File: config.mk
export PLATFORM = sky130hd
export DESIGN_NAME = char_time_gen
export DESIGN_NICKNAME = d
export VERILOG_FILES = /design/src/rtl/ctg_pkg.sv /design/src/rtl/ctg_char_calc.sv /design/src/rtl/ctg_span.sv /design/src/rtl/char_time_gen.sv
export SDC_FILE = /design/constraint.sdc
export NUM_CORES = 1
export LEC_CHECK = 0
export BUFFER_PORTS_ARGS = -buffer_cell sky130_fd_sc_hd__buf_4
export CAP_MARGIN = 15
export CORE_MARGIN = 2
export CORE_UTILIZATION = 42
export CTS_CLUSTER_SIZE = 14
export DETAILED_ROUTE_END_ITERATION = 6
export PLACE_DENSITY_LB_ADDON = 0.12
export RECOVER_POWER = 100
export SYNTH_ARGS = -nofsm -noshare
export SYNTH_HDL_FRONTEND = slang
export SYNTH_SLANG_ARGS = --single-unit
File: constraint.sdc
create_clock -name clk -period 13.1 [get_ports clk]
set_input_delay 1.31 -clock clk [delete_from_list [all_inputs] [get_ports clk]]
set_output_delay 1.31 -clock clk [all_outputs]
set_load 0.02 [all_outputs]
File: src/rtl/ctg_pkg.sv
package ctg_pkg;
    typedef enum logic {
        SPAN_IDLE = 1'b0,
        SPAN_RUN  = 1'b1
    } span_state_t;

    localparam int BITS_W = 4;
    localparam int UNIT_SHIFT = 5;
endpackage

File: src/rtl/ctg_char_calc.sv
module ctg_char_calc
    import ctg_pkg::*;
#(
    parameter int RATE_W = 8,
    parameter int SEL_W  = 2,
    parameter int CNT_W  = 24
) (
    input  logic              short_chr,
    input  logic              parity_on,
    input  logic              two_stop,
    input  logic [SEL_W-1:0]  div_sel,
    input  logic [RATE_W-1:0] rate,
    output logic [CNT_W-1:0]  char_clks
);
    logic [BITS_W-1:0] frame_bits;
    logic [CNT_W-1:0]  per_bit;
    logic [CNT_W-1:0]  raw;

    always_comb begin
        frame_bits = BITS_W'(9) - BITS_W'(short_chr) + BITS_W'(parity_on)
                   + BITS_W'(two_stop);
        per_bit    = CNT_W'(rate) << UNIT_SHIFT;
        raw        = (CNT_W'(frame_bits) * per_bit) << {div_sel, 1'b0};
        char_clks  = (rate == '0) ? CNT_W'(1) : raw;
    end
endmodule

File: src/rtl/ctg_span.sv
module ctg_span
    import ctg_pkg::*;
#(
    parameter int CNT_W = 24
) (
    input  logic             clk,
    input  logic             rst_n,
    input  logic             start,
    input  logic [CNT_W-1:0] len,
    output logic             busy,
    output logic             expire
);
    span_state_t      state_q, state_d;
    logic [CNT_W-1:0] cnt_q;

    always_ff @(posedge clk or negedge rst_n) begin
        if (!rst_n) state_q <= SPAN_IDLE;
        else        state_q <= state_d;
    end

    always_ff @(posedge clk or negedge rst_n) begin
        if (!rst_n)                           cnt_q <= '0;
        else if (start)                       cnt_q <= len - CNT_W'(1);
        else if (state_q == SPAN_RUN && cnt_q != '0) cnt_q <= cnt_q - CNT_W'(1);
    end

    always_comb begin
        state_d = state_q;
        unique case (state_q)
            SPAN_IDLE: if (start) state_d = SPAN_RUN;
            SPAN_RUN: begin
                if (start)             state_d = SPAN_RUN;
                else if (cnt_q == '0)  state_d = SPAN_IDLE;
            end
            default: state_d = SPAN_IDLE;
        endcase
    end

    always_comb begin
        busy   = (state_q == SPAN_RUN);
        expire = (state_q == SPAN_RUN) && (cnt_q == '0);
    end

    p_load_r4: assert property (@(posedge clk) disable iff (!rst_n)
        start |=> busy && (cnt_q == $past(len) - CNT_W'(1)));
    p_tick_r10: assert property (@(posedge clk) disable iff (!rst_n)
        (busy && !start && cnt_q != '0) |=> busy && (cnt_q == $past(cnt_q) - CNT_W'(1)));
    p_idle_after_end_r6: assert property (@(posedge clk) disable iff (!rst_n)
        (expire && !start) |=> !busy);
    p_single_pulse_r4: assert property (@(posedge clk) disable iff (!rst_n)
        (expire && !start) |=> !expire);
endmodule

File: src/rtl/char_time_gen.sv
module char_time_gen
    import ctg_pkg::*;
#(
    parameter int RATE_W = 8,
    parameter int SEL_W  = 2
) (
    input  logic              clk,
    input  logic              rst_n,
    input  logic              cfg_load,
    input  logic              mode_short,
    input  logic              mode_parity,
    input  logic              mode_two_stop,
    input  logic [SEL_W-1:0]  clk_div_sel,
    input  logic [RATE_W-1:0] bit_rate,
    input  logic              tx_start,
    input  logic              rx_start,
    output logic              tx_char_end,
    output logic              rx_ready
);
    localparam int CNT_W = BITS_W + UNIT_SHIFT + RATE_W + 2 * ((1 << SEL_W) - 1);
    localparam int NSPAN = 2;

    logic              cfg_short_q, cfg_par_q, cfg_stop_q;
    logic [SEL_W-1:0]  cfg_sel_q;
    logic [RATE_W-1:0] cfg_rate_q;
    logic [CNT_W-1:0]  char_time;
    logic [NSPAN-1:0]  span_start, span_busy, span_end;

    always_ff @(posedge clk or negedge rst_n) begin
        if (!rst_n) begin
            cfg_short_q <= 1'b0;
            cfg_par_q   <= 1'b0;
            cfg_stop_q  <= 1'b0;
            cfg_sel_q   <= '0;
            cfg_rate_q  <= '1;
        end else if (cfg_load) begin
            cfg_short_q <= mode_short;
            cfg_par_q   <= mode_parity;
            cfg_stop_q  <= mode_two_stop;
            cfg_sel_q   <= clk_div_sel;
            cfg_rate_q  <= bit_rate;
        end
    end

    ctg_char_calc #(.RATE_W(RATE_W), .SEL_W(SEL_W), .CNT_W(CNT_W)) u_calc (
        .short_chr (cfg_short_q),
        .parity_on (cfg_par_q),
        .two_stop  (cfg_stop_q),
        .div_sel   (cfg_sel_q),
        .rate      (cfg_rate_q),
        .char_clks (char_time)
    );

    assign span_start = {rx_start, tx_start};

    for (genvar g = 0; g < NSPAN; g++) begin : g_span
        ctg_span #(.CNT_W(CNT_W)) u_span (
            .clk    (clk),
            .rst_n  (rst_n),
            .start  (span_start[g]),
            .len    (char_time),
            .busy   (span_busy[g]),
            .expire (span_end[g])
        );
    end

    assign tx_char_end = span_end[0];
    assign rx_ready    = ~span_busy[1];

    p_hold_cfg_r3: assert property (@(posedge clk) disable iff (!rst_n)
        !cfg_load |=> $stable(char_time));
    p_zero_rate_r7: assert property (@(posedge clk) disable iff (!rst_n)
        (cfg_rate_q == '0) |-> (char_time == CNT_W'(1)));
    p_no_overflow_r2: assert property (@(posedge clk) disable iff (!rst_n)
        (cfg_rate_q != '0) |-> (char_time >= (CNT_W'(cfg_rate_q) << UNIT_SHIFT)));
endmodule

==> summary.txt <==
Synth
  • Syn Area/Cell: a little under 9 µm²
  • Synth Flop Type: dfrtp_1
  • Post-Syn Nets: 590
  • FF+latch count, synth: 61
  • FFs w/ async S/R, synth: 100%
  • Synth cell types: 75
  • Post-synth EDFFs: 0
  • Sequential-to-total area share from yosys stat: between 30 and 40%
  • Cell area after synthesis: 4730 µm²
  • Cells after synthesis: 544
  • Synthesis Warnings: 0

Placed design
  • Dpl cells: 682
  • Final Wtd Congestion: 0.922
  • HPWL Detailed: 8140 µm
  • PortBufs: 19

Power and ir drop
  • Worst IR drop on VDD: 0.0000914 V
  • Leak: 2.08 nW
  • PD cells: 166 nW/µm²

Clock tree
  • Worst-path clk slew: 0.07 ns
  • CTS tree: built
  • Clock Latency Late Sink: 0.35 ns
  • H-tree depth: 3
  • Post-CTS Setup Bufs: 0
  • CTS root buffer: clkbuf_8
  • Number of CTS-inserted buffers: 9
  • Clock Path Buffers: 2
  • Post_cts resized: 0
  • CTS Hold Bufs: 0
  • Clock sinks: 61

Floorplan
  • Ports: 20
  • CORE AREA: 10,900 µm²
  • Site Rows: 38
  • Die height: 110 µm
  • Starting Density: 43.4%
  • Die Area: 12,100 µm²
  • Die Span X: 110 µm

Route
  • DRT Pass-1 Iters: 5
  • Iter 0 DRT Violations: 247
  • Drt wl/cell: 15.6 µm
  • Antenna Nets Post-Route: 0
  • Vias: 3,877
  • Residual DRC count: 0
  • Final wirelength: 10,900 µm
  • Via/cell ratio: between 5 and 6

Layout
  • Fin nets: 599
  • Final Util: 47.0%
  • Layout area overhead: 8.31%
  • Fill cells: around 1,100
  • Number of diodes: 0
  • Fin cells: around 700
  • Share of cells above drive strength 1: 12.2%

STA
  • Worst slew pin tran: 3.30 ns
  • RSZ-0062 raised after global routing: false
  • Hold slack: approximately 0.55 ns
  • Crit share post-route: 42.6%
  • Setup violators final: 0
  • Fin Setup TNS: 0 ns
  • Final Hold Fails: 0
  • Final Max Tran Viols: 62
  • Fmax achieved: ~180 MHz
  • Tmin final: roughly 5.6 ns
  • Worst rel slew slack: -120%
  • Worst clock skew: about 0.017 ns

Global route
  • Total grt overflow: 0
  • Vias in the first global route: 3,795
  • GRT Util Overall: approximately 20%
  • Largest net degree at the start of global routing: 62
  • Global-route wire length before repair: between 15,000 and 20,000 µm
  • Initial antenna violation count: 0

Run status
  • Status: finished, violations left
  • Failing checks: max-capacitance violations, max-slew violations

Worst setup path
  • Reg-to-reg setup timing slack: 7.52 ns
  • CP endpoint kind: flop
  • R2R depth: 14
  • Worst Setup Start Kind: flop
  • Worst r2r dst: g_span[1].u_span.cnt_q[22]$_DFFE_PN0P_
  • CP Data Required Time: around 13 ns
  • Crit path DAT: just under 6 ns
  • Worst R2R Start: cfg_short_q$_DFFE_PN0P_
  • Critical Path Fanout Max: 8
  • Kind of critical path: flop to flop
  • Crit path launch: cfg_short_q$_DFFE_PN0P_

Min path
  • Worst hold start: cfg_short_q$_DFFE_PN0P_
  • Worst Hold Depth: 1
  • Hold Crit Endpoint: cfg_short_q$_DFFE_PN0P_
  • Hold crit path type: flop to flop

Run
  • Max-cap violation count: 1
-- through the flow --
step	worst slack [ns]	power, mW	cell area, µm²
2_1_floorplan	8.90	0.560	4730
3_3_place_gp	8.51	0.644	4960
3_5_place_dp	8.33	0.648	4960
4_1_cts	8.32	0.861	5200
5_1_grt	7.13	0.914	5120
6_report	7.52	0.850	5120
-- registers in the layout, summed over array words and instances, names as in the netlist --
register and cells:
cfg_stop_q 1, cfg_sel_q 2, cfg_rate_q 8, cfg_par_q 1, g_span.u_span.busy 2, cfg_short_q 1, g_span.u_span.cnt_q 46
-- layout by cell type, fill, tap and decap left out, types with 8 or more instances in the layout --
master	Yosys	routed
nor3_1	18	19
nor2_1	60	60
inv_1	30	30
dfrtp_1	53	53
ha_1	22	22
nor2b_1	19	19
clkbuf_8	0	9
nand3_1	10	10
nor4_1	8	9
mux2_2	10	10
xnor2_1	27	27
buf_4	1	15
or3_1	10	10
a21oi_1	39	39
nand2b_1	8	8
xor2_1	27	27
dfstp_2	8	8
nand2_1	46	46
o21ai_0	18	21
-- cell type report --
cell class | instances | area [µm²] | area share, %
Clock buffer | 10 | 128 | 2.49
Sequential cell | 61 | 1540 | 30.0
Tap cell | 140 | 175 | 3.42
Timing Repair Buffer | 19 | 128 | 2.49
Inverter | 32 | 120 | 2.35
Clock inverter | 6 | 111 | 2.17
Multi-Input combinational cell | 430 | 2920 | 57.1
-- critical path: stages (launching register included) --
cell and delay (ns):
dfrtp_1 0.40, fa_1 0.57, nor2b_1 0.16, ha_1 0.25, fa_1 0.48, ha_1 0.39
xnor2_1 0.20, a221oi_1 0.38, nor3b_1 0.35, and2_0 0.39, nand4_4 0.14, nor4b_1 1.12
a32oi_1 0.21, nor3_1 0.29, o31ai_1 0.12
-- cell usage after synthesis (all sizes together), types with 2 or more instances --
cell type	number	area, µm²
o221ai	2	23.8
o21ai	22	110
or2	4	25.0
or3	12	81.3
nor3b	2	20.0
a21boi	6	45.0
buf	5	25.0
and3b	2	17.5
a31oi	3	18.8
mux2i	7	70.1
o211ai	2	15.0
nand3b	2	15.0
xnor2	27	236
nor4	9	62.6
nand2b	8	50.1
or4	4	41.3
nor2b	19	119
ha	22	275
and2	3	18.8
mux2	10	113
and3	2	12.5
o31ai	4	30.0
xor2	27	236
o22ai	4	25.0
nand3	11	60.1
nor2	61	231
nand2	48	185
nand4	5	46.3
inv	31	116
a21o	4	30.0
o31a	2	17.5
a22oi	4	30.0
o21a	8	61.3
a211oi	4	40.0
clkbuf	16	60.1
fa	6	120
dfrtp	53	1330
nor3	20	110
a21oi	39	195
dfstp	8	210
-- power breakdown --
group          leakage [nW]  switching [mW]  internal, mW
registers             0.674          0.0451         0.234
logic                  1.29           0.215         0.147
clock network         0.116          0.0822         0.127
-- worst max-delay path by stage --
stage / end / slack, ns
after floorplan: g_span[0].u_span.cnt_q[22]$_DFFE_PN0P_ / 8.90
after global placement: g_span[0].u_span.cnt_q[21]$_DFFE_PN0P_ / 8.51
after detailed placement: g_span[1].u_span.cnt_q[21]$_DFFE_PN0P_ / 8.33
after CTS: g_span[0].u_span.cnt_q[21]$_DFFE_PN0P_ / 8.32
after global routing: g_span[1].u_span.cnt_q[22]$_DFFE_PN0P_ / 7.13
final: g_span[1].u_span.cnt_q[22]$_DFFE_PN0P_ / 7.52
-- kinds of logic (layout without fill, tap and decap cells) --
kind of cell	count (synthesis)	in the layout	synth area share (%)
adder cells (fa/ha/maj)	28	28	8.36
AND/OR/NAND/NOR	215	215	24.1
flip-flops	61	61	32.5
buffers and inverters	53	67	4.34
XOR/XNOR	54	54	10.0
multiplexers	18	18	4.34
AO/OA/AOI/OAI	115	115	16.3
-- per-layer routing --
| metal | vias to the layer above | GRT usage, % | wire, µm |
|---|---|---|---|
| li1 | 1916 | - | - |
| met1 | 1877 | 26.7 | 5290 |
| met2 | 67 | 30.7 | 4900 |
| met3 | 17 | 4.06 | 415 |
| met4 | 0 | 7.50 | 286 |
| met5 | - | 0 | 0 |
Power figures use the tool's default switching activity.
